<file path="src/rtl/cexp_pkg.sv">
package cexp_pkg;

  localparam int HalfW = 16;
  localparam int WordW = 32;
  localparam int RegW  = 5;
  localparam int ImmW  = 12;
  localparam int UpW   = 20;

  localparam logic [6:0] OpImm   = 7'b0010011;
  localparam logic [6:0] OpLoad  = 7'b0000011;
  localparam logic [6:0] OpStore = 7'b0100011;
  localparam logic [6:0] OpReg   = 7'b0110011;
  localparam logic [6:0] OpLui   = 7'b0110111;
  localparam logic [6:0] OpJalr  = 7'b1100111;
  localparam logic [WordW-1:0] EbreakWord = 32'h0010_0073;
  localparam logic [WordW-1:0] NopWord    = 32'h0000_0013;

  typedef enum logic [4:0] {
    FORM_NONE, FORM_SPADD, FORM_LW, FORM_SW, FORM_ADDI, FORM_LI,
    FORM_SPADJ, FORM_LUI, FORM_NOP, FORM_SRLI, FORM_SRAI, FORM_ANDI,
    FORM_SLLI, FORM_LWSP, FORM_SWSP, FORM_JR, FORM_MV, FORM_EBREAK,
    FORM_JALR, FORM_ADD
  } formT;

  typedef struct packed {
    formT form;
    logic illegal;
  } ctrlT;

  function automatic logic [RegW-1:0] compactReg(input logic [2:0] f);
    return {2'b01, f};
  endfunction

  function automatic logic [WordW-1:0] encI(input logic [ImmW-1:0] imm,
      input logic [RegW-1:0] rs1, input logic [2:0] f3,
      input logic [RegW-1:0] rd, input logic [6:0] op);
    return {imm, rs1, f3, rd, op};
  endfunction

  function automatic logic [WordW-1:0] encS(input logic [ImmW-1:0] imm,
      input logic [RegW-1:0] rs2, input logic [RegW-1:0] rs1,
      input logic [2:0] f3, input logic [6:0] op);
    return {imm[11:5], rs2, rs1, f3, imm[4:0], op};
  endfunction

  function automatic logic [WordW-1:0] encR(input logic [6:0] f7,
      input logic [RegW-1:0] rs2, input logic [RegW-1:0] rs1,
      input logic [2:0] f3, input logic [RegW-1:0] rd, input logic [6:0] op);
    return {f7, rs2, rs1, f3, rd, op};
  endfunction

  function automatic logic [WordW-1:0] encU(input logic [UpW-1:0] imm,
      input logic [RegW-1:0] rd, input logic [6:0] op);
    return {imm, rd, op};
  endfunction

endpackage

</file>
<file path="src/rtl/cexp_decode.sv">
module cexp_decode
  import cexp_pkg::*;
(
  input  logic [HalfW-1:0] cInsn,
  output ctrlT             ctl
);

  logic [1:0]      quad;
  logic [2:0]      slot;
  logic            bitTop;
  logic [RegW-1:0] rdField;
  logic [RegW-1:0] rs2Field;
  logic            ciNonZero;
  formT            form;

  assign quad      = cInsn[1:0];
  assign slot      = cInsn[15:13];
  assign bitTop    = cInsn[12];
  assign rdField   = cInsn[11:7];
  assign rs2Field  = cInsn[6:2];
  assign ciNonZero = |{bitTop, cInsn[6:2]};

  always_comb begin
    form = FORM_NONE;
    unique case (quad)
      2'b00: begin
        unique case (slot)
          3'b000:  if (|cInsn[12:5]) form = FORM_SPADD;
          3'b010:  form = FORM_LW;
          3'b110:  form = FORM_SW;
          default: form = FORM_NONE;
        endcase
      end
      2'b01: begin
        unique case (slot)
          3'b000: form = FORM_ADDI;
          3'b010: form = FORM_LI;
          3'b011: begin
            // stack adjustment wins over the upper-immediate load
            if (rdField == RegW'(2)) begin
              if (ciNonZero) form = FORM_SPADJ;
            end else if (ciNonZero) begin
              form = (rdField == '0) ? FORM_NOP : FORM_LUI;
            end
          end
          3'b100: begin
            if (cInsn[11:10] == 2'b10)       form = FORM_ANDI;
            else if (cInsn[11:10] == 2'b00)  form = bitTop ? FORM_NONE : FORM_SRLI;
            else if (cInsn[11:10] == 2'b01)  form = bitTop ? FORM_NONE : FORM_SRAI;
          end
          default: form = FORM_NONE;
        endcase
      end
      2'b10: begin
        unique case (slot)
          3'b000: if (!bitTop) form = FORM_SLLI;
          3'b010: if (rdField != '0) form = FORM_LWSP;
          3'b110: form = FORM_SWSP;
          3'b100: begin
            if (!bitTop) begin
              if (rs2Field != '0)      form = FORM_MV;
              else if (rdField != '0)  form = FORM_JR;
            end else begin
              if (rdField == '0 && rs2Field == '0) form = FORM_EBREAK;
              else if (rs2Field == '0)             form = FORM_JALR;
              else                                 form = FORM_ADD;
            end
          end
          default: form = FORM_NONE;
        endcase
      end
      default: form = FORM_NONE;
    endcase
  end

  assign ctl.form    = form;
  assign ctl.illegal = (form == FORM_NONE);

endmodule

</file>
<file path="src/rtl/cexp_build.sv">
module cexp_build
  import cexp_pkg::*;
(
  input  logic [HalfW-1:0] cInsn,
  input  ctrlT             ctl,
  output logic [WordW-1:0] word
);

  logic [RegW-1:0] rdFull;
  logic [RegW-1:0] rs2Full;
  logic [RegW-1:0] rdComp;
  logic [RegW-1:0] rs1Comp;
  logic [ImmW-1:0] spAddImm;
  logic [ImmW-1:0] wordOff;
  logic [ImmW-1:0] ciImm;
  logic [ImmW-1:0] spAdjImm;
  logic [UpW-1:0]  luiImm;
  logic [ImmW-1:0] lwspOff;
  logic [ImmW-1:0] swspOff;
  logic [ImmW-1:0] shiftImm;
  logic [WordW-1:0] built;
  logic            unusedBits;

  assign unusedBits = ^{cInsn[15:13], cInsn[1:0]};

  assign rdFull   = cInsn[11:7];
  assign rs2Full  = cInsn[6:2];
  assign rdComp   = compactReg(cInsn[4:2]);
  assign rs1Comp  = compactReg(cInsn[9:7]);

  assign spAddImm = {2'b00, cInsn[10:7], cInsn[12:11], cInsn[5], cInsn[6], 2'b00};
  assign wordOff  = {5'b0, cInsn[5], cInsn[12:10], cInsn[6], 2'b00};
  assign ciImm    = {{6{cInsn[12]}}, cInsn[12], cInsn[6:2]};
  assign spAdjImm = {{2{cInsn[12]}}, cInsn[12], cInsn[4:3], cInsn[5], cInsn[2],
                     cInsn[6], 4'b0000};
  assign luiImm   = {{14{cInsn[12]}}, cInsn[12], cInsn[6:2]};
  assign lwspOff  = {4'b0, cInsn[3:2], cInsn[12], cInsn[6:4], 2'b00};
  assign swspOff  = {4'b0, cInsn[8:7], cInsn[12:9], 2'b00};
  assign shiftImm = {7'b0, cInsn[6:2]};

  always_comb begin
    built = '0;
    unique case (ctl.form)
      FORM_SPADD:  built = encI(spAddImm, RegW'(2), 3'b000, rdComp, OpImm);
      FORM_LW:     built = encI(wordOff, rs1Comp, 3'b010, rdComp, OpLoad);
      FORM_SW:     built = encS(wordOff, rdComp, rs1Comp, 3'b010, OpStore);
      FORM_ADDI:   built = encI(ciImm, rdFull, 3'b000, rdFull, OpImm);
      FORM_LI:     built = encI(ciImm, '0, 3'b000, rdFull, OpImm);
      FORM_SPADJ:  built = encI(spAdjImm, RegW'(2), 3'b000, RegW'(2), OpImm);
      FORM_LUI:    built = encU(luiImm, rdFull, OpLui);
      FORM_NOP:    built = NopWord;
      FORM_SRLI:   built = encI(shiftImm, rs1Comp, 3'b101, rs1Comp, OpImm);
      FORM_SRAI:   built = encI(shiftImm | 12'h400, rs1Comp, 3'b101, rs1Comp, OpImm);
      FORM_ANDI:   built = encI(ciImm, rs1Comp, 3'b111, rs1Comp, OpImm);
      FORM_SLLI:   built = encI(shiftImm, rdFull, 3'b001, rdFull, OpImm);
      FORM_LWSP:   built = encI(lwspOff, RegW'(2), 3'b010, rdFull, OpLoad);
      FORM_SWSP:   built = encS(swspOff, rs2Full, RegW'(2), 3'b010, OpStore);
      FORM_JR:     built = encI('0, rdFull, 3'b000, '0, OpJalr);
      FORM_MV:     built = encR(7'b0, rs2Full, '0, 3'b000, rdFull, OpReg);
      FORM_EBREAK: built = EbreakWord;
      FORM_JALR:   built = encI('0, rdFull, 3'b000, RegW'(1), OpJalr);
      FORM_ADD:    built = encR(7'b0, rs2Full, rdFull, 3'b000, rdFull, OpReg);
      default:     built = '0;
    endcase
  end

  assign word = ctl.illegal ? '0 : built;

endmodule

</file>
<file path="src/rtl/cinst_expand.sv">
module cinst_expand
  import cexp_pkg::*;
#(
  parameter bit REG_OUT = 1'b1
) (
  input  logic             clk,
  input  logic             rstN,
  input  logic [15:0]      cInsn,
  output logic [31:0]      expInsn,
  output logic             illegal
);

  ctrlT             ctl;
  logic [WordW-1:0] rawWord;

  cexp_decode uDecode (
    .cInsn (cInsn),
    .ctl   (ctl)
  );

  cexp_build uBuild (
    .cInsn (cInsn),
    .ctl   (ctl),
    .word  (rawWord)
  );

  generate
    if (REG_OUT) begin : gRegOut
      always_ff @(posedge clk) begin
        if (!rstN) begin
          expInsn <= '0;
          illegal <= 1'b0;
        end else begin
          expInsn <= rawWord;
          illegal <= ctl.illegal;
        end
      end

      assert_latency_R13: assert property (@(posedge clk) disable iff (!rstN)
        1'b1 |=> (expInsn == $past(rawWord)) && (illegal == $past(ctl.illegal)));
    end else begin : gCombOut
      assign expInsn = rawWord;
      assign illegal = ctl.illegal;
    end
  endgenerate

  assert_allzero_R2: assert property (@(posedge clk) disable iff (!rstN)
    (cInsn == 16'h0000) |-> ctl.illegal);

  assert_quadrant3_R1: assert property (@(posedge clk) disable iff (!rstN)
    (cInsn[1:0] == 2'b11) |-> ctl.illegal);

  assert_illegal_word_R12: assert property (@(posedge clk) disable iff (!rstN)
    ctl.illegal |-> (rawWord == '0));

  assert_ebreak_R11: assert property (@(posedge clk) disable iff (!rstN)
    (cInsn == 16'h9002) |-> (rawWord == EbreakWord) && !ctl.illegal);

  assert_jr_rd0_R10: assert property (@(posedge clk) disable iff (!rstN)
    (cInsn == 16'h8002) |-> ctl.illegal);

endmodule

</file>
<file path="config.mk">
export PLATFORM = sky130hd
export DESIGN_NAME = cinst_expand
export DESIGN_NICKNAME = d
export VERILOG_FILES = /design/src/rtl/cexp_pkg.sv /design/src/rtl/cexp_decode.sv /design/src/rtl/cexp_build.sv /design/src/rtl/cinst_expand.sv
export SDC_FILE = /design/constraint.sdc
export NUM_CORES = 1
export LEC_CHECK = 0
export BUFFER_PORTS_ARGS = -buffer_cell sky130_fd_sc_hd__buf_2
export CAP_MARGIN = 20
export CORE_MARGIN = 2
export CORE_UTILIZATION = 50
export CTS_BUF_LIST = sky130_fd_sc_hd__clkbuf_8
export DETAILED_ROUTE_END_ITERATION = 8
export PLACE_DENSITY_LB_ADDON = 0.12
export RECOVER_POWER = 50
export SYNTH_ARGS = -nofsm -noshare
export SYNTH_HDL_FRONTEND = slang
export SYNTH_SLANG_ARGS = --single-unit
</file>
<file path="constraint.sdc">
create_clock -name clk -period 3.8 [get_ports clk]
set_input_delay 0.38 -clock clk [delete_from_list [all_inputs] [get_ports clk]]
set_output_delay 0.38 -clock clk [all_outputs]
set_load 0.01 [all_outputs]
</file>
==> metrics.txt, run 1 <==
Placed Cells 322; Post-synth EDFFs 0; CP top delay family compound AO/OA/AOI/OAI gates; final WL 5540 µm; CP endpoint kind flip-flop; DRT iter0 DRCs 167; crit path time final 3180 ps; WHS 383 ps; sequence of cells on the critical path buf_2 > or4_4 > o211ai_1 > xnor2_1 > o311ai_2 > o31ai_1 > a211oi_1 > a21boi_0 > o31a_1; htree depth 2; PwrDens 382 mW/mm²; final setup fails 0; headroom to the max-slew limit 0.364; unrepaired setup endpoints after global routing false; # resized after CTS 0; DR DRC count 0; syn_nets 252; status finished clean; Final WS setup 620 ps; total CTS buffers 5; Leakage Power 0.806 nW; Fin Setup TNS 0 ps; Final #Nets 299; number of global-route vias before repair 1774; Ports 51; HPWL Detailed 4160 µm; routed vias/inst 6.20; initial antenna violation count 0; root buf cell clkbuf_8; Worst EP required 3970 ps; Via Count 2046; diode count 0; pre-CTS setup slack 424 ps; register clock-pin slew on the reported worst setup and hold paths 70 ps; register area share after synthesis 0.332; GR Overflow Total 0; crit path DAT 3350 ps; # rows 22; CTS tree done; Startpoint Class primary input; layout cells sized above 1 0.156; max-slew violations 0; Max IR drop VDD 0.162 mV; port bufs 49; slowest CP cell o311ai_2; Core ar. 0.00363 mm²; hold path depth 2; clk sinks 31; GRT Resource Usage Total 0.267; CP peak stage delay 790 ps; Hold Vio Cnt, Final 0; Final ANT Viol Nets 0; Final Util 0.614; flops & latches, synth 31; Routability Congestion 1.00; HP Class in2reg; period utilization 0.837; Synth-to-Final Area Change 19.3%; chip width 65.1 µm; first-pass GRT wire length 8660 µm; synth warn 0; clock buffer depth 2; die height 65.1 µm; WP depth 9; syn avg cell area 7.99 µm²; worst-margin pin slew 953 ps; Die ar. 0.00424 mm²; largest net degree at the start of global routing 15; Pre-Repair DR Iteration Count 6; Post-CTS Setup Inserts 0; Unique masters post-synth 58; hold_buf cts 0; Syn Std Cell Area 0.00187 mm²; fillers 362; Initial Utilization 0.514; Synth Flop Type dfxtp_1; Crit Path Max Fanout 14; Max Fclk 315 MHz; critical path type in2reg; synthesized instance count 234; Non-Filler Instances 330; Avg WL per Cell 16.8 µm; crit path buf inv count 1; FFs w/ async S/R, synth 0; max-capacitance violation count 0
[layer usage]
layer | GRT usage | up-vias | wire, µm
li1 | - | 980 | -
met1 | 0.371 | 912 | 2370
met2 | 0.396 | 131 | 2400
met3 | 0.0394 | 23 | 550
met4 | 0.151 | 0 | 213
met5 | 0 | - | 0
[flip-flops by register name, indices dropped and copies added (netlist names)]
signal and cells:
expInsn 30, illegal 1
[placed cells by master (no fill, tap or decap), types with 4 or more instances in the layout]
cell      instances
nand2b_1          7
nand2_1          13
clkbuf_1         31
and3_1            4
clkbuf_8          6
nor3_1            8
o21ai_0          12
nor2b_1           4
a211oi_1         11
inv_1             5
a31oi_1           7
buf_4             6
nor2_1           28
buf_2            18
a21oi_1          24
nand3_1           7
and2_1            6
dfxtp_1          31
a221oi_1          4
[cell type report]
cell class / count / area [µm²] / area share
multi-input cells: 183 / 1160 / 0.521
flip-flops and latches: 31 / 621 / 0.278
repair buffers: 55 / 251 / 0.113
clock buffers: 6 / 82.6 / 0.0370
well taps: 48 / 60.1 / 0.0269
clock inverters: 2 / 35.0 / 0.0157
inverters: 5 / 18.8 / 0.00842
[through the flow]
step	total power [mW]	cell area [µm²]
6_report	0.852	2230
3_3_place_gp	0.520	2150
3_5_place_dp	0.520	2150
5_1_grt	0.884	2230
2_1_floorplan	0.461	1870
4_1_cts	0.850	2270
[synthesized netlist by cell type (all sizes together) (2+ instances only)]
library cell	instances	area share
and2	7	0.023
nand2	13	0.026
a22oi	2	0.0080
o311ai	2	0.013
clkbuf	10	0.021
a211oi	11	0.044
inv	5	0.010
o31ai	3	0.012
dfxtp	31	0.33
nor4b	2	0.013
xnor2	2	0.0094
nand2b	7	0.023
and3	4	0.013
nor2	29	0.062
o2111ai	2	0.0094
a31oi	7	0.023
or4	2	0.010
nor2b	4	0.013
o31a	2	0.0094
a2111oi	3	0.024
o21ai	12	0.032
a221oi	4	0.019
buf	5	0.016
nand3	7	0.019
o221ai	2	0.0094
a21oi	24	0.064
o22ai	2	0.0067
nor3	9	0.027
[logic make-up (layout without fill, tap and decap cells)]
logic type,Yosys count,in the layout,synth area share
other,1,1,0.00201
AND/OR/NAND/NOR,93,93,0.279
AO/OA/AOI/OAI,85,85,0.319
flip-flops,31,31,0.332
multiplexers,2,2,0.0114
XOR/XNOR,2,2,0.00937
buffers and inverters,20,68,0.0468
[final timing paths]
path	from	endpoint	slack, ps
hold / removal	rstN	expInsn[4]$_SDFF_PP0_	380
setup / recovery	cInsn[10]	expInsn[10]$_SDFF_PP0_	620
[power breakdown]
part	switching, mW	internal [mW]	leakage (nW)	total, mW
clock network	0.125	0.212	0.0612	0.337
logic	0.115	0.0587	0.493	0.173
registers	0.00320	0.338	0.252	0.342
Power figures use the tool's default switching activity.
==> run 2: changes to the inputs <==
Settings changed: CORE_UTILIZATION 50 to 49.
Clock period 3.8 ns to 2.6 ns, I/O delays scaled along.
==> metrics.txt, run 2 (same netlist as run 1, synthesis figures left out) <==
HPWL Detailed 5200 µm (+25%); Leakage Power 1.07 nW (+33%); Max IR drop VDD 0.314 mV (+93%); Initial Utilization 0.511 (-0.00387); Ports 51 (unchanged); commonest non-fill, non-tap cells in the layout 60 x buf_4, 31 x dfxtp_1, 31 x clkbuf_1; Final ANT Viol Nets 0 (unchanged); # resized after CTS 0 (unchanged); hold_buf cts 0 (unchanged); Via Count 2237 (+9.3%); # rows 22 (unchanged); register clock-pin slew on the reported worst setup and hold paths 70 ps (about the same); period utilization 0.914; Crit Path Max Fanout 6 (-8); routed vias/inst 5.83 (-6.0%); headroom to the max-slew limit 0.655 (+0.291); first-pass GRT wire length 10500 µm (+21%); PwrDens 504 mW/mm² (+32%); worst-margin pin slew 511 ps (-441 ps); Max Fclk 421 MHz; Hold Vio Cnt, Final 0 (unchanged); HP Class in2reg; DR DRC count 0 (unchanged); Biggest register expInsn; pre-CTS setup slack -55.3 ps (-480 ps); port bufs 49 (unchanged); max-slew violations 0 (unchanged); critical path type in2reg; die height 65.8 µm (+0.95%); clk sinks 31 (unchanged); CP endpoint kind flip-flop; Pre-Repair DR Iteration Count 5 (-1); largest net degree at the start of global routing 15 (unchanged); hold path start rstN; root buf cell clkbuf_8; Synth-to-Final Area Change 41.2%; Final #Nets 353 (+18%); unrepaired setup endpoints after global routing false; total CTS buffers 5 (unchanged); htree depth 2 (unchanged); crit path time final 2380 ps; Die ar. 0.00433 mm² (+1.9%); number of flip-flops in the largest register 30 (unchanged); Routability Congestion 0.918 (-8.4%); CTS tree done; DRT iter0 DRCs 210 (+26%); max-capacitance violation count 0 (unchanged); number of global-route vias before repair 2133 (+20%); Worst Hold End expInsn[4]$_SDFF_PP0_; GR Overflow Total 0 (unchanged); Core ar. 0.00366 mm² (+0.76%); Avg WL per Cell 16.9 µm (+0.68%); Fin Setup TNS 0 ps (unchanged); final WL 6490 µm (+17%); final setup fails 0 (unchanged); fillers 309 (-15%); GRT Resource Usage Total 0.326 (+0.0594); Worst EP required 2760 ps (-1210 ps); Post-CTS Setup Inserts 0 (unchanged); clock buffer depth 2 (unchanged); most common cell after layout, fill and taps aside buf_4; hold path depth 2 (unchanged); diode count 0 (unchanged); Final WS setup 222 ps (-398 ps); status finished clean; chip width 65.8 µm (+0.95%); layout cells sized above 1 0.295 (+0.139); initial antenna violation count 0 (unchanged); Startpoint Class primary input; crit path DAT 2540 ps (-810 ps); Largest regs expInsn (30), illegal (1)
[run 2: routing by layer]
metal  vias to the layer above  share of wire  global-route usage
li1                       1082              -                   -
met1                      1010           0.41               0.410
met2                       115           0.45               0.510
met3                        30          0.093              0.0685
met4                         0          0.048               0.195
met5                         -              0                   0
[run 2: final cells by class]
type,count,area (µm²),area share
inverters,5,18.8,0.00711
clock inverters,2,35.0,0.0133
well taps,48,60.1,0.0227
flip-flops and latches,31,621,0.235
clock buffers,6,82.6,0.0313
repair buffers,109,657,0.249
multi-input cells,183,1170,0.442
[run 2: how the worst max path moves through the flow]
stage	start	to	slack [ps]	cells after the start
global route	cInsn[10]	expInsn[18]$_SDFF_PP0_	20	9
CTS	cInsn[10]	expInsn[24]$_SDFF_PP0_	230	10
global placement	cInsn[10]	expInsn[22]$_SDFF_PP0_	-70	10
floorplan	cInsn[11]	expInsn[18]$_SDFF_PP0_	8	9
finish	cInsn[10]	expInsn[22]$_SDFF_PP0_	220	10
detailed placement	cInsn[10]	expInsn[24]$_SDFF_PP0_	-60	10
[run 2: stage by stage]
stage,utilization,cells,area [µm²],hold WS [ps],total power [mW]
after floorplan,-,234,1870,368,0.675
after global placement,0.700,376,2560,557,0.831
after detailed placement,0.700,376,2560,567,0.832
after CTS,0.732,384,2680,259,1.33
after global routing,0.721,384,2640,278,1.38
final,0.721,384,2640,272,1.33
[run 2: power by group]
part	internal, mW	leakage [nW]	switching (mW)
clock network	0.310	0.0612	0.196
registers	0.494	0.252	0.00465
logic	0.139	0.761	0.185
[run 2: critical path, stage by stage]
cell      delay [ps]
buf_2            130
nor4_4           350
and4_1           240
o21bai_1         160
a2111o_1         510
buf_4            180
nor3_1           160
a21oi_1           60
o22ai_1          360
a211oi_1         120
